**config.mk**
```make
export PLATFORM = sky130hd
export DESIGN_NAME = hfifo_bridge
export DESIGN_NICKNAME = d
export VERILOG_FILES = /design/src/rtl/hfb_pkg.sv /design/src/rtl/hfb_sync.sv /design/src/rtl/hfb_flag_qual.sv /design/src/rtl/hfb_xfer_seq.sv /design/src/rtl/hfifo_bridge.sv
export SDC_FILE = /design/constraint.sdc
export NUM_CORES = 1
export LEC_CHECK = 0
export BUFFER_PORTS_ARGS = -buffer_cell sky130_fd_sc_hd__buf_2
export CORE_UTILIZATION = 40
export DETAILED_ROUTE_END_ITERATION = 16
export HOLD_SLACK_MARGIN = 0.12
export PLACE_DENSITY = 0.63
export RECOVER_POWER = 100
export SLEW_MARGIN = 20
export SYNTH_ARGS = -nofsm -noshare
export SYNTH_HDL_FRONTEND = slang
export SYNTH_SLANG_ARGS = --single-unit
```
**constraint.sdc**
```tcl
create_clock -name clk -period 2.45 [get_ports clk]
set_input_delay 0.49 -clock clk [delete_from_list [all_inputs] [get_ports clk]]
set_output_delay 0.49 -clock clk [all_outputs]
set_load 0.02 [all_outputs]
```
**src/rtl/hfb_pkg.sv**
```systemverilog
package hfb_pkg;

  typedef enum logic [2:0] {
    ST_IDLE,
    ST_WR_LO,
    ST_WR_HI,
    ST_RD_LO,
    ST_RD_HI,
    ST_TURN
  } xfer_st_e;

  function automatic int unsigned max_of4(int unsigned a, int unsigned b,
                                          int unsigned c, int unsigned d);
    int unsigned m;
    m = a;
    if (b > m) m = b;
    if (c > m) m = c;
    if (d > m) m = d;
    return m;
  endfunction

endpackage

```
**src/rtl/hfb_sync.sv**
```systemverilog
module hfb_sync #(
  parameter int unsigned WIDTH  = 2,
  parameter int unsigned STAGES = 2
) (
  input  logic             clk,
  input  logic             rst_n,
  input  logic [WIDTH-1:0] async_i,
  output logic [WIDTH-1:0] sync_o
);

  for (genvar b = 0; b < WIDTH; b++) begin : g_bit
    logic [STAGES-1:0] chain_q;
    always_ff @(posedge clk or negedge rst_n) begin
      if (!rst_n) chain_q <= '1;
      else        chain_q <= {chain_q[STAGES-2:0], async_i[b]};
    end
    assign sync_o[b] = chain_q[STAGES-1];
  end

endmodule

```
**src/rtl/hfb_flag_qual.sv**
```systemverilog
module hfb_flag_qual #(
  parameter int unsigned QUAL_CYC = 4
) (
  input  logic clk,
  input  logic rst_n,
  input  logic flag_n,
  input  logic op_done,
  output logic ok
);

  localparam int unsigned CW = $clog2(QUAL_CYC + 1);

  logic [CW-1:0] low_cnt_q;
  logic          need_high_q;

  always_ff @(posedge clk or negedge rst_n) begin
    if (!rst_n) begin
      low_cnt_q   <= '0;
      need_high_q <= 1'b0;
    end else begin
      if (flag_n || op_done)                low_cnt_q <= '0;
      else if (low_cnt_q != CW'(QUAL_CYC))  low_cnt_q <= low_cnt_q + 1'b1;

      if (op_done)     need_high_q <= 1'b1;
      else if (flag_n) need_high_q <= 1'b0;
    end
  end

  assign ok = !need_high_q && !flag_n && (low_cnt_q == CW'(QUAL_CYC));


  rearm_after_op_chk: assert property (@(posedge clk) disable iff (!rst_n)
    op_done |=> !ok);

endmodule

```
**src/rtl/hfb_xfer_seq.sv**
```systemverilog
module hfb_xfer_seq
  import hfb_pkg::*;
#(
  parameter int unsigned DW    = 8,
  parameter int unsigned WR_LO = 2,
  parameter int unsigned WR_HI = 2,
  parameter int unsigned RD_LO = 3,
  parameter int unsigned RD_HI = 2
) (
  input  logic          clk,
  input  logic          rst_n,
  input  logic [DW-1:0] tx_data,
  input  logic          tx_valid,
  output logic          tx_ready,
  output logic [DW-1:0] rx_data,
  output logic          rx_valid,
  input  logic          rx_ready,
  input  logic          space_ok,
  input  logic          avail_ok,
  output logic          wr_done,
  output logic          rd_done,
  output logic          dev_rd_n,
  output logic          dev_wr_n,
  input  logic [DW-1:0] bus_in,
  output logic [DW-1:0] bus_out,
  output logic          bus_oe
);

  localparam int unsigned MAXC = max_of4(WR_LO, WR_HI, RD_LO, RD_HI);
  localparam int unsigned TW   = (MAXC > 1) ? $clog2(MAXC) : 1;

  xfer_st_e      state_q, state_d;
  logic [TW-1:0] cnt_q, cnt_d;
  logic          last_rd_q;
  logic          grant_wr, grant_rd;
  logic          want_wr, want_rd;
  logic [DW-1:0] wr_byte_q;
  logic [DW-1:0] rx_hold_q;
  logic          rx_full_q;
  logic          wr_n_q, rd_n_q, oe_q;

  assign want_wr = tx_valid && space_ok;
  assign want_rd = avail_ok && !rx_full_q;

  always_comb begin
    state_d  = state_q;
    cnt_d    = cnt_q;
    grant_wr = 1'b0;
    grant_rd = 1'b0;
    wr_done  = 1'b0;
    rd_done  = 1'b0;
    unique case (state_q)
      ST_IDLE: begin
        if (want_wr && (!want_rd || last_rd_q)) begin
          grant_wr = 1'b1;
          state_d  = ST_WR_LO;
          cnt_d    = TW'(WR_LO - 1);
        end else if (want_rd) begin
          grant_rd = 1'b1;
          state_d  = ST_RD_LO;
          cnt_d    = TW'(RD_LO - 1);
        end
      end
      ST_WR_LO: begin
        if (cnt_q == '0) begin
          wr_done = 1'b1;
          state_d = ST_WR_HI;
          cnt_d   = TW'(WR_HI - 1);
        end else cnt_d = cnt_q - 1'b1;
      end
      ST_WR_HI: begin
        if (cnt_q == '0) state_d = ST_IDLE;
        else             cnt_d   = cnt_q - 1'b1;
      end
      ST_RD_LO: begin
        if (cnt_q == '0) begin
          rd_done = 1'b1;
          state_d = ST_RD_HI;
          cnt_d   = TW'(RD_HI - 1);
        end else cnt_d = cnt_q - 1'b1;
      end
      ST_RD_HI: begin
        if (cnt_q == '0) state_d = ST_TURN;
        else             cnt_d   = cnt_q - 1'b1;
      end
      ST_TURN: state_d = ST_IDLE;
      default: state_d = ST_IDLE;
    endcase
  end

  always_ff @(posedge clk or negedge rst_n) begin
    if (!rst_n) begin
      state_q   <= ST_IDLE;
      cnt_q     <= '0;
      last_rd_q <= 1'b0;
      wr_byte_q <= '0;
      rx_hold_q <= '0;
      rx_full_q <= 1'b0;
      wr_n_q    <= 1'b1;
      rd_n_q    <= 1'b1;
      oe_q      <= 1'b0;
    end else begin
      state_q <= state_d;
      cnt_q   <= cnt_d;
      if (grant_wr) begin
        last_rd_q <= 1'b0;
        wr_byte_q <= tx_data;
      end else if (grant_rd) begin
        last_rd_q <= 1'b1;
      end
      if (rd_done) begin
        rx_hold_q <= bus_in;
        rx_full_q <= 1'b1;
      end else if (rx_ready) begin
        rx_full_q <= 1'b0;
      end
      wr_n_q <= (state_d != ST_WR_LO);
      rd_n_q <= (state_d != ST_RD_LO);
      oe_q   <= (state_d == ST_WR_LO) || (state_d == ST_WR_HI);
    end
  end

  assign tx_ready = wr_done;
  assign rx_data  = rx_hold_q;
  assign rx_valid = rx_full_q;
  assign dev_wr_n = wr_n_q;
  assign dev_rd_n = rd_n_q;
  assign bus_oe   = oe_q;
  assign bus_out  = wr_byte_q;


  write_needs_space_chk: assert property (@(posedge clk) disable iff (!rst_n)
    $fell(dev_wr_n) |-> $past(space_ok));


  read_needs_data_chk: assert property (@(posedge clk) disable iff (!rst_n)
    $fell(dev_rd_n) |-> $past(avail_ok));


  no_drive_in_read_chk: assert property (@(posedge clk) disable iff (!rst_n)
    !dev_rd_n |-> !bus_oe);


  read_turnaround_chk: assert property (@(posedge clk) disable iff (!rst_n)
    $rose(bus_oe) |-> ($past(dev_rd_n) && $past(dev_rd_n, 2)));


  rx_hold_chk: assert property (@(posedge clk) disable iff (!rst_n)
    (rx_valid && !rx_ready) |=> (rx_valid && $stable(rx_data)));


  tx_accept_in_strobe_chk: assert property (@(posedge clk) disable iff (!rst_n)
    tx_ready |-> !dev_wr_n);


  tx_accept_ends_strobe_chk: assert property (@(posedge clk) disable iff (!rst_n)
    tx_ready |=> (dev_wr_n && bus_oe));

endmodule

```
**src/rtl/hfifo_bridge.sv**
```systemverilog
module hfifo_bridge #(
  parameter int unsigned WR_LO      = 2,
  parameter int unsigned WR_HI      = 2,
  parameter int unsigned RD_LO      = 3,
  parameter int unsigned RD_HI      = 2,
  parameter int unsigned SPACE_QUAL = 4,
  parameter int unsigned AVAIL_QUAL = 1
) (
  input  logic       clk,
  input  logic       rst_n,
  input  logic [7:0] tx_data,
  input  logic       tx_valid,
  output logic       tx_ready,
  output logic [7:0] rx_data,
  output logic       rx_valid,
  input  logic       rx_ready,
  input  logic       dev_space_n,
  input  logic       dev_avail_n,
  output logic       dev_rd_n,
  output logic       dev_wr_n,
  input  logic [7:0] dev_bus_in,
  output logic [7:0] dev_bus_out,
  output logic       dev_bus_oe
);

  localparam int unsigned NFLAG = 2;

  logic [NFLAG-1:0] flags_s;
  logic             space_ok, avail_ok;
  logic             wr_done, rd_done;

  hfb_sync #(.WIDTH(NFLAG), .STAGES(2)) u_sync (
    .clk     (clk),
    .rst_n   (rst_n),
    .async_i ({dev_avail_n, dev_space_n}),
    .sync_o  (flags_s)
  );

  hfb_flag_qual #(.QUAL_CYC(SPACE_QUAL)) u_space_qual (
    .clk     (clk),
    .rst_n   (rst_n),
    .flag_n  (flags_s[0]),
    .op_done (wr_done),
    .ok      (space_ok)
  );

  hfb_flag_qual #(.QUAL_CYC(AVAIL_QUAL)) u_avail_qual (
    .clk     (clk),
    .rst_n   (rst_n),
    .flag_n  (flags_s[1]),
    .op_done (rd_done),
    .ok      (avail_ok)
  );

  hfb_xfer_seq #(
    .DW(8), .WR_LO(WR_LO), .WR_HI(WR_HI), .RD_LO(RD_LO), .RD_HI(RD_HI)
  ) u_seq (
    .clk      (clk),
    .rst_n    (rst_n),
    .tx_data  (tx_data),
    .tx_valid (tx_valid),
    .tx_ready (tx_ready),
    .rx_data  (rx_data),
    .rx_valid (rx_valid),
    .rx_ready (rx_ready),
    .space_ok (space_ok),
    .avail_ok (avail_ok),
    .wr_done  (wr_done),
    .rd_done  (rd_done),
    .dev_rd_n (dev_rd_n),
    .dev_wr_n (dev_wr_n),
    .bus_in   (dev_bus_in),
    .bus_out  (dev_bus_out),
    .bus_oe   (dev_bus_oe)
  );

endmodule

```
* Word level (Yosys, flattened, before mapping)
Index checks and enable logic that the tools add are counted.
Cells by class: add/subtract/negate cells 3, eq/ne operators 12, mux-type cells 32, reductions and logical operators 28
Operators with widths (count):
- 3-bit 2-to-1 mux | 8
- 1-bit 2-to-1 mux | 18
- 3-bit case mux with 5 select lines | 1
- 2-bit nonzero test | 5
- 3-bit by 2-bit equality test with 1-bit output, second input constant | 3
- 2-bit 2-to-1 mux | 4
- 1-bit logical AND | 7
- 3-bit by 1-bit equality test with 1-bit output, second input constant | 2
- 3-bit equality test, second input constant | 2
- 1-bit zero test | 6
- 3-bit by 1-bit != test with 1-bit output, second input constant | 2
- 2-bit case mux with 3 select lines | 1
- 1-bit logical OR | 4
- 2-bit OR reduction | 2
- 3-bit by 1-bit adder with 3-bit output, second input constant | 1
- 3-bit zero test | 1
- 3-bit by 2-bit != test with 1-bit output, second input constant | 1
- 3-bit != test, second input constant | 1
- 3-bit AND reduction | 1
- 3-bit nonzero test | 1
- 2-bit zero test | 1
- 2-bit != test, second input constant | 1
- 2-bit by 1-bit subtractor with 2-bit output, second input constant | 1
- 1-bit adder, second input constant | 1
Word-level totals: register bits after elaboration 36, bits of input ports 22, output and inout port bits 21, word-level logic and storage cells 90

* Logic depth before layout (Yosys ltp)
word-level depth 11, mapped depth 6

* Modules after synthesis
A second synthesis with hierarchy kept.
Second synthesis, totals: cells, all modules 134, area total of the unflattened synthesis 1607.8 µm²
By module, submodules not included:
- hfb_xfer_seq | times used 1, cells an instance 101, area an instance 1193.6 µm²
- hfb_flag_qual (u_space_qual) | times used 1, cells an instance 21, area an instance 221.5 µm²
- hfb_sync | times used 1, cells an instance 6, area an instance 120.1 µm²
- hfb_flag_qual (u_avail_qual) | times used 1, cells an instance 6, area an instance 72.6 µm²

* Worst setup path after synthesis
No wires, ideal clock.
path kind register to output, start point register u_seq.cnt_q[0], end point output tx_ready, data arrival time 1.453 ns, required time 1.960 ns, setup slack 0.507 ns, cell stages (with the launch flop) 5, buffers on the path 0, cell sequence dfrtp_1 > inv_1 > ha_1 > nand2_1 > nor3_1
Between the ends: longest elaborated chain between the ends 3
Ends and longest elaborated chain:
- from (decl) | line hfb_xfer_seq.sv:33 | logic [TW-1:0] cnt_q, cnt_d;
- from (signal assigned) | line hfb_xfer_seq.sv:104 | cnt_q <= cnt_d;
- 2-bit zero test | line hfb_xfer_seq.sv:65 | if (cnt_q == '0) begin
- 1-bit 2-to-1 mux | line hfb_xfer_seq.sv:65
- 1-bit 2-to-1 mux | line hfb_xfer_seq.sv:52 | unique case (state_q)
- to (decl) | line hfifo_bridge.sv:13 | output logic tx_ready,
Every way passes these cells.

* Worst setup path in the final report
Ends and elaborated chain as after synthesis.

==> flow_metrics.tcl <==
set metrics [dict create \
    power_switching_mw 0.8836 \
    leakage_nw 0.8679 \
    reg2reg_to "u_seq.bus_out[4]$_DFFE_PN0P_" \
    skew_ns 0.005882 \
    synth_edf_count 0 \
    layout_setup_ws_ns 0.2533 \
    violations "max-capacitance violations, max-slew violations" \
    cp-start-kind "flip-flop" \
    core-area_um2 3716 \
    yosysWarningCount 0 \
    r2r_setup_slack_ns 0.35 \
    area_growth_syn_to_layout_pct 20.57 \
    rows 22 \
    synth_top_cell_by_area "dfrtp_1" \
    cts_inserted_buffers 5 \
    clk_path_buf_depth 2 \
    slowest_stage "dfrtp_1" \
    drtIter0Drc 40 \
    routed_via_density 5.000 \
    pre_cts_ws_ns 0.5715 \
    drc 0 \
    grt_max_degree 37 \
    ys.flop_type "dfrtp_1" \
    die_y_um 64.76 \
    cts-htree-levels 2 \
    status "finished, violations left" \
    start_util 0.4239 \
    antenna_found_initial 0 \
    fin_setup_tns_ns 0 \
    synth_area_um2 1575 \
    yosysTopAreaCellShare 0.4766 \
    fmax_mhz 455.2 \
    worstSkewPairLatency_ns 0.29 \
    first_pass_iters 4 \
    insertedDiodeCount 0 \
    cts_resized 0 \
    nNetsFinal 195 \
    max-cap-violations 1 \
    die_w_um 64.76 \
    slew_violations 37 \
    reg2reg_depth 6 \
    grt_pass1_wl_um 4995 \
    vias 1090 \
    synth.avg_cell_area_um2 12.91 \
    cts_tree "yes" \
    final_antenna_net_count 0 \
    place_hpwl_um 2185 \
    synth.distinct_cells 43 \
    dieArea_um2 4193 \
    crit_end "tx_ready" \
    p_int_mw 1.484 \
    fin_crit_ns 2.197 \
    routed_wl_um 2968 \
    place_congestion 0.7505 \
    worst_slew_pin_slew_ns 1.857 \
    syn_inst 122 \
    yosysSeqAreaShare 0.5766 \
    vdd_drop_max_mv 0.5774 \
    port_buffers 42 \
    routedWlPerCell_um 13.61 \
    p_clk_frac 0.217 \
    clock-sinks 36 \
    min_path_type "input port to flip-flop" \
    power_frac_comb 0.370 \
    post-cts-setup-buffers 0 \
    grt_usage 0.1616 \
    startpoint "u_seq.cnt_q[0]$_DFFE_PN0P_" \
    crit_chain "inv_1, ha_1, nand2_1, nor3_1, buf_4, clkbuf_2" \
    post-route-period-util 0.8966 \
    gr-total-overflow 0 \
    setup_violations 0 \
    ys_top_cells_by_count "30 x dfrtp_1, 17 x mux2_2, 9 x inv_1, 7 x o21ai_0, 6 x dfstp_2" \
    synth.most_common_cell "dfrtp_1" \
    r2r_start "u_space_qual.low_cnt_q[0]$_DFFE_PN0P_" \
    critical_path_class "flip-flop to output pin" \
    grt_setup_unrepaired "false" \
    whs_ns 0.2970 \
    fill_cells 339 \
    cts-root-buf "clkbuf_8" \
    max_stage_delay_ns 0.40 \
    p_per_area_nw_per_um2 1247 \
    synthesis.nets 148 \
    path_max_fanout 8 \
    worstPathArrival_ns 1.71 \
    synth_area_leaders "dfrtp_1 48%, mux2_2 12%, dfstp_2 10%" \
    hold_viol 0 \
    grt_pass1_vias 1139 \
    slew_headroom -0.2378 \
    end_kind "output pin" \
    required_ns 1.96 \
    cts.clk_slew.worst_paths_ns 0.07 \
    synthArstFlopShare 1.000 \
    switching_share 0.3732 \
    hold_buffers 0 \
    power_frac_seq 0.413 \
    io_pins 43 \
    drive_above_1_share 0.3235 \
    ys_ff_latch 36 \
]
per-layer routing:
metal / wire (µm) / GRT usage / up-vias
li1: - / - / 529
met2: 1416 / 0.2695 / 31
met5: 0 / 0 / -
met1: 1342 / 0.1840 / 524
met4: 56 / 0.07778 / 0
met3: 152 / 0.05458 / 6
sequential cells by signal (all words and copies together), names as in the netlist:
signal	cells
u_seq.state_q	3
u_seq.last_rd_q	1
u_space_qual.need_high_q	1
u_avail_qual.low_cnt_q	1
u_seq.rx_valid	1
u_avail_qual.need_high_q	1
u_seq.cnt_q	2
u_seq.bus_oe	1
u_sync.g_bit.chain_q	4
u_seq.rx_data	8
u_space_qual.low_cnt_q	3
u_seq.dev_wr_n	1
u_seq.bus_out	8
u_seq.dev_rd_n	1
power groups by stage:
stage	logic (mW)	registers (mW)	clock network, mW
finish	0.876	0.978	0.514
global route	0.969	1.00	0.555
detailed placement	0.945	0.983	0
CTS	0.948	0.978	0.527
floorplan	0.521	1.11	0
global placement	0.921	0.967	0
area by class of cell:
class	instances	area, µm²	share of cell area
Multi-Input combinational cell	74	594.3	0.3129
Clock buffer	5	68.82	0.03623
Timing Repair Buffer	43	191.4	0.1008
Sequential cell	36	908.4	0.4783
Inverter	9	33.78	0.01779
Tap cell	48	60.06	0.03162
Clock inverter	3	42.54	0.02240
cells in the final DEF, fill, tap and decap left out, types with 2 or more instances in the layout:
| cell type | Yosys | final |
|---|---|---|
| dfrtp_1 | 30 | 30 |
| clkbuf_1 | 1 | 21 |
| buf_2 | 1 | 20 |
| mux2_2 | 17 | 16 |
| inv_1 | 9 | 9 |
| o21ai_0 | 7 | 8 |
| dfstp_2 | 6 | 6 |
| nand2_1 | 5 | 5 |
| clkbuf_8 | 0 | 5 |
| a21oi_1 | 3 | 4 |
| nor3_1 | 4 | 4 |
| ha_1 | 4 | 4 |
| or3_1 | 2 | 2 |
| o211ai_1 | 1 | 2 |
| a211oi_1 | 2 | 2 |
| nand3b_1 | 2 | 2 |
worst max-delay path: cells and delay by family, from the launching register on:
kind,cells,cell delay (ns)
buffers and inverters,3,0.40
flip-flops,1,0.40
AND/OR/NAND/NOR,2,0.31
adder cells (fa/ha/maj),1,0.30
worst min-delay path by stage:
stage | startpoint | to | slack, ns | depth (start not counted)
finish | dev_space_n | u_sync.g_bit[0].chain_q[0]$_DFF_PN1_ | 0.30 | 1
global route | dev_space_n | u_sync.g_bit[0].chain_q[0]$_DFF_PN1_ | 0.28 | 1
CTS | dev_avail_n | u_sync.g_bit[1].chain_q[0]$_DFF_PN1_ | 0.29 | 1
detailed placement | u_sync.g_bit[0].chain_q[0]$_DFF_PN1_ | u_sync.g_bit[0].chain_q[1]$_DFF_PN1_ | 0.35 | 0
global placement | u_sync.g_bit[0].chain_q[0]$_DFF_PN1_ | u_sync.g_bit[0].chain_q[1]$_DFF_PN1_ | 0.35 | 0
floorplan | rst_n | u_avail_qual.low_cnt_q$_DFF_PN0_ | 0.19 | 0
through the flow:
step | instances | instance area, µm² | util | power [mW]
final | 218 | 1899 | 0.5111 | 2.368
after global routing | 218 | 1899 | 0.5111 | 2.528
after CTS | 218 | 1952 | 0.5253 | 2.453
after detailed placement | 210 | 1841 | 0.4953 | 1.928
after global placement | 210 | 1841 | 0.4953 | 1.888
after floorplan | 122 | 1575 | - | 1.636
cells by family (layout without fill, tap and decap cells):
group	after synthesis	count (layout)	share of synthesized area
xor+xnor	2	2	0.01112
fa+ha+maj	4	4	0.03177
simple gates	26	26	0.1112
mux	18	18	0.1279
flops	36	36	0.5766
compound gates	24	24	0.1120
buf+inv	12	60	0.02938
Note: power is estimated with default switching activity, not from simulation.
